## src/rtl/sysconv_pkg.sv

```systemverilog
`timescale 1ns/1ps
package sysconv_pkg;

  // Phase of the array: samples enter only in SLOT_SAMPLE, and every
  // advance flips the phase so that a bubble trails each sample.
  typedef enum logic {
    SLOT_SAMPLE = 1'b0,
    SLOT_BUBBLE = 1'b1
  } slot_e;

endpackage

```

## src/rtl/sysconv_slot_ctrl.sv

```systemverilog
`timescale 1ns/1ps
module sysconv_slot_ctrl
  import sysconv_pkg::*;
(
  input  logic clk,
  input  logic rst,
  input  logic in_valid,
  input  logic out_valid,
  input  logic out_ready,
  output logic in_ready,
  output logic adv,
  output logic take
);

  slot_e slot_q;
  logic  blocked;

  // A result that cannot leave freezes the entire line.
  assign blocked  = out_valid & ~out_ready;
  assign adv      = ~blocked;
  assign in_ready = (slot_q == SLOT_SAMPLE) & ~blocked;
  assign take     = in_valid & in_ready;

  always_ff @(posedge clk) begin
    if (rst) begin
      slot_q <= SLOT_SAMPLE;
    end else if (adv) begin
      slot_q <= (slot_q == SLOT_SAMPLE) ? SLOT_BUBBLE : SLOT_SAMPLE;
    end
  end

endmodule

```

## src/rtl/sysconv_cell.sv

```systemverilog
`timescale 1ns/1ps
module sysconv_cell #(
  parameter int DATA_W = 8,
  parameter int COEF_W = 8,
  parameter int ACC_W  = 18,
  parameter int IDX_W  = 2,
  parameter int TAP_ID = 0
) (
  input  logic              clk,
  input  logic              rst,
  input  logic              adv,
  input  logic              wt_we,
  input  logic [IDX_W-1:0]  wt_idx,
  input  logic [COEF_W-1:0] wt_data,
  input  logic [DATA_W-1:0] x_in,
  input  logic              xv_in,
  output logic [DATA_W-1:0] x_out,
  output logic              xv_out,
  input  logic [ACC_W-1:0]  ps_in,
  input  logic              pv_in,
  output logic [ACC_W-1:0]  ps_out,
  output logic              pv_out
);

  logic [COEF_W-1:0]       coef_q;
  logic signed [ACC_W-1:0] x_ext;
  logic signed [ACC_W-1:0] c_ext;
  logic signed [ACC_W-1:0] prod;

  // Stationary coefficient, written once before streaming.
  always_ff @(posedge clk) begin
    if (wt_we && (wt_idx == IDX_W'(TAP_ID))) begin
      coef_q <= wt_data;
    end
  end

  // Sign-extend before multiplying so the product keeps full precision.
  assign x_ext = ACC_W'($signed(x_in));
  assign c_ext = ACC_W'($signed(coef_q));
  assign prod  = x_ext * c_ext;

  // Sample moves on, partial sum picks up this cell's product.
  always_ff @(posedge clk) begin
    if (rst) begin
      x_out  <= '0;
      xv_out <= 1'b0;
      ps_out <= '0;
      pv_out <= 1'b0;
    end else if (adv) begin
      x_out  <= x_in;
      xv_out <= xv_in;
      ps_out <= ps_in + prod;
      pv_out <= pv_in & xv_in;
    end
  end

endmodule

```

## src/rtl/sysconv_line.sv

```systemverilog
`timescale 1ns/1ps
module sysconv_line #(
  parameter  int DATA_W = 8,
  parameter  int COEF_W = 8,
  parameter  int TAPS   = 4,
  localparam int IDX_W  = $clog2(TAPS),
  localparam int ACC_W  = DATA_W + COEF_W + $clog2(TAPS)
) (
  input  logic              clk,
  input  logic              rst,
  input  logic              wt_we,
  input  logic [IDX_W-1:0]  wt_idx,
  input  logic [COEF_W-1:0] wt_data,
  input  logic              in_valid,
  output logic              in_ready,
  input  logic [DATA_W-1:0] in_data,
  output logic              out_valid,
  input  logic              out_ready,
  output logic [ACC_W-1:0]  out_data
);

  logic adv;
  logic take;
  logic tail_v;
  logic [DATA_W-1:0] tail_x;

  // Sample buses run from index 0 (input end) upward;
  // partial-sum buses run from index TAPS (far end) downward.
  logic [DATA_W-1:0] x_bus  [0:TAPS];
  logic              xv_bus [0:TAPS];
  logic [ACC_W-1:0]  ps_bus [0:TAPS];
  logic              pv_bus [0:TAPS];

  sysconv_slot_ctrl u_ctrl (
    .clk       (clk),
    .rst       (rst),
    .in_valid  (in_valid),
    .out_valid (out_valid),
    .out_ready (out_ready),
    .in_ready  (in_ready),
    .adv       (adv),
    .take      (take)
  );

  // Bubble slots carry zero data so that no stale sample rides along.
  assign x_bus[0]     = take ? in_data : '0;
  assign xv_bus[0]    = take;
  assign ps_bus[TAPS] = '0;
  assign pv_bus[TAPS] = 1'b1;

  // The cell at the input end meets the newest sample of each window,
  // so it holds the highest tap index.
  for (genvar c = 0; c < TAPS; c++) begin : g_cell
    sysconv_cell #(
      .DATA_W (DATA_W),
      .COEF_W (COEF_W),
      .ACC_W  (ACC_W),
      .IDX_W  (IDX_W),
      .TAP_ID (TAPS - 1 - c)
    ) u_cell (
      .clk     (clk),
      .rst     (rst),
      .adv     (adv),
      .wt_we   (wt_we),
      .wt_idx  (wt_idx),
      .wt_data (wt_data),
      .x_in    (x_bus[c]),
      .xv_in   (xv_bus[c]),
      .x_out   (x_bus[c+1]),
      .xv_out  (xv_bus[c+1]),
      .ps_in   (ps_bus[c+1]),
      .pv_in   (pv_bus[c+1]),
      .ps_out  (ps_bus[c]),
      .pv_out  (pv_bus[c])
    );
  end

  assign tail_v    = xv_bus[TAPS];
  assign tail_x    = x_bus[TAPS];
  assign out_valid = pv_bus[0];
  assign out_data  = ps_bus[0];

endmodule

```

## config.mk

```make
export PLATFORM = sky130hd
export DESIGN_NAME = sysconv_line
export DESIGN_NICKNAME = d
export VERILOG_FILES = /design/src/rtl/sysconv_pkg.sv /design/src/rtl/sysconv_slot_ctrl.sv /design/src/rtl/sysconv_cell.sv /design/src/rtl/sysconv_line.sv
export SDC_FILE = /design/constraint.sdc
export NUM_CORES = 1
export LEC_CHECK = 0
export ABC_AREA = 1
export BUFFER_PORTS_ARGS = -buffer_cell sky130_fd_sc_hd__buf_2
export CAP_MARGIN = 20
export CORE_UTILIZATION = 58
export DETAILED_ROUTE_END_ITERATION = 10
export MAX_ROUTING_LAYER = met4
export PLACE_DENSITY = 0.78
export SETUP_SLACK_MARGIN = 0.4
export SYNTH_ARGS = -nofsm -noshare
export SYNTH_HDL_FRONTEND = slang
export SYNTH_SLANG_ARGS = --single-unit
```

## constraint.sdc

```tcl
create_clock -name clk -period 6.5 [get_ports clk]
set_input_delay 1.3 -clock clk [delete_from_list [all_inputs] [get_ports clk]]
set_output_delay 1.3 -clock clk [all_outputs]
set_load 0.005 [all_outputs]
```

==> run summary <==
Max-cap viol count: 0
Fin area: 19800 um^2
Post-DP HPWL: 34600 um
Fillers: 2474
Total congestion overflow: 0
RePlAce Congestion: 0.938
Final hold slack: 0.482 ns
Power Density: 265 nW/um^2
Num CTS Buffers: 17
Post-Synthesis Cell Area: 17400 um^2
Total Power: 5.24 mW
Root Buffer: clkbuf_16
Highest clock rate: 165 MHz
Post-synth cell types: 36
N_diodes: 0
Register Area: 3010 um^2
Setup ws final: 0.431 ns
Pleak: 11.1 nW
Via/cell ratio: 5.29
FF-to-FF Start: g_cell[1].u_cell.coef_q[2]$_DFFE_PP_
Row count: 63
Top Ports: 43
Chip Width: 175 um
Proportion of layout cells with a drive suffix above 1: 12.8%
Post-Synthesis Cells: 2309
Post-synth EDFFs: 32
Hold path cells: 2
Slowest CP cell: fa_2
First-pass GRT wire length: 73100 um
Ys async rst share: 0%
Final nets: 2796
Iteration count of the initial detailed-routing pass: 6
Place WS: -0.176 ns
RSZ-0062 raised after global routing: yes
Max clock buf depth: 2
Vias in the first global route: 15200
Net Count, Synth: 2721
R2R Setup Slk: 0.72 ns
Initial antenna violation count: 0
Placed cell area: 18500 um^2
Antenna Nets Post-Route: 0
Synthesis-to-finish area growth: 13.2%
Core area: 29600 um^2
Sequential area share after synthesis: 17.2%
Fin crit period: 6.07 ns
Final Slew Violations: 0
R2r worst-path depth: 28
Worst vdd ir: 385 uV
Initial core utilization: 58.9%
Clk_lat worst skew: 0.43 ns
Drt wl/cell: 15.7 um
Final Hold Viols: 0
CP Max Fanout: 6
Critical Path Start Type: input port
GRT Overall Usage: 30.9%
DRC: 0
Slew HR: 31.5%
Fin crit share: 93.4%
Crit path largest cell delay: 0.53 ns
Largest net degree at the start of global routing: 56
DIE HEIGHT: 175 um
# setup viols final: 0
Min-Delay Endpoint: g_cell[1].u_cell.pv_out$_SDFFE_PP0N_
Leading register cell type out of synthesis: dfxtp_1
Synth area leaders: fa_1, inv_1, ha_1, dfxtp_1, nand2_1
Yosys top cell area share: 25.6%
CTS H-Tree Depth: 4
Number of vias in the routed layout: 14700
Worst Path Class, Setup: input port to flop
Element type at the critical path end: flop
Hold path startpoint: g_cell[1].u_cell.pv_out$_SDFFE_PP0N_
Synth Register Bits: 134
Status: complete, no violations
Synth Warn #: 0
Commonest cells after routing, fill and taps aside: inv_1, nand2_1, fa_1
WL final: 43800 um
Mean Syn Cell Area: 7.56 um^2
Clk pin slew, worst setup/hold paths: 0.07 ns
Commonest non-fill, non-tap cell in the layout: inv_1
Crit path DAT: 6.41 ns
Hold Path Class: flop to flop
DR iter-0 viols: 1070
Final core utilization: 66.6%
I/O Buffers: 42
Die Area: 30800 um^2
Worst-margin pin slew: 1.02 ns
CTS sink cnt: 134
RR Endpoint: g_cell[1].u_cell.ps_out[17]$_SDFFE_PP0N_
Fin Clk Skew: 0.0131 ns
TritonCTS clock tree: yes
Multi-input combinational cell area: 12500 um^2
Leading area contributor after synthesis: fa_1
CP required: 6.84 ns
through the flow:
step,instances,setup TNS [ns]
2_1_floorplan,2309,0
3_3_place_gp,2731,-0.174
3_5_place_dp,2732,-0.673
4_1_cts,2768,0
5_1_grt,2787,0
6_report,2787,0
flip-flops by register name (all words and copies together), names as in the netlist:
name and cells:
g_cell.u_cell.ps_out 70, g_cell.u_cell.pv_out 4, g_cell.u_cell.xv_out 3, u_ctrl.slot_q 1, g_cell.u_cell.coef_q 32, g_cell.u_cell.x_out 24
report_power, final:
group	leakage, nW	total, mW	internal (mW)	switching, mW
combinational	9.69	3.11	1.35	1.76
clock	0.305	1.03	0.586	0.443
sequential	1.13	1.10	0.976	0.123
per-layer routing:
layer	up-vias	GRT usage, %	wire [um]
met5	-	-	0
met4	0	12.5	1750
met3	98	3.14	1980
met2	447	54.5	22100
met1	7081	35.9	17900
li1	7121	-	-
cell type report:
| type | count | area share [%] |
|---|---|---|
| tap | 390 | 2.47 |
| multi-input combinational | 1522 | 63.4 |
| inverter | 573 | 10.9 |
| timing repair buffer | 136 | 4.95 |
| sequential | 134 | 15.2 |
| clock inverter | 13 | 0.665 |
| clock buffer | 19 | 2.41 |
cell usage after synthesis, types with 2 or more instances:
cell type and instances:
o21ai_0 105, edfxtp_1 32, a31oi_1 2, buf_1 26, nand2_1 434, xor2_1 44
a21boi_0 2, or2_2 24, inv_1 573, nand2_2 4, nand3_1 95, fa_1 223
nor3_1 11, clkbuf_1 40, dfxtp_1 102, o21ai_1 4, nand3b_1 3, o211ai_1 16
o21bai_1 27, xnor2_1 34, a21oi_1 124, or2_0 4, nor2_2 3, nand4_1 7
a21o_1 6, ha_1 166, buf_2 13, o21ai_2 5, nor2_1 173
worst max path at each step:
stage	start	slack, ns	end	cells after the start
after floorplan	out_ready	0.36	g_cell[0].u_cell.ps_out[17]$_SDFFE_PP0N_	35
after global placement	out_ready	-0.07	g_cell[0].u_cell.ps_out[17]$_SDFFE_PP0N_	35
after detailed placement	out_ready	-0.18	g_cell[0].u_cell.ps_out[16]$_SDFFE_PP0N_	34
after CTS	out_ready	0.37	g_cell[0].u_cell.ps_out[16]$_SDFFE_PP0N_	34
after global routing	out_ready	0.11	g_cell[0].u_cell.ps_out[17]$_SDFFE_PP0N_	34
final	out_ready	0.43	g_cell[0].u_cell.ps_out[17]$_SDFFE_PP0N_	35
critical path: cells and delay by family:
family                     cells  cell delay [ns]
AOI/OAI and AO/OA              2             0.17
and+or+nand+nor               17             1.33
adders and majority gates      6             2.72
buffers and inverters          9             0.74
xor gates and xnor gates       1             0.14
repair_timing:
item,4_1_cts,5_1_grt
hold buffers,0,0
setup endpoints to repair,6,11
resized for setup,15,104
gates cloned,0,0
pin swaps,11,53
buffers inserted,4,17
kinds of logic (layout without fill, tap and decap cells):
logic type	count (synthesis)	after routing	share of synthesized area [%]
buffers and inverters	653	741	14.2
adder cells (fa/ha/maj)	389	389	37.5
flip-flops	134	134	17.2
AO/OA/AOI/OAI	294	294	9.34
AND/OR/NAND/NOR	761	761	17.9
XOR/XNOR	78	78	3.92
(Power assumes the default switching activity.)
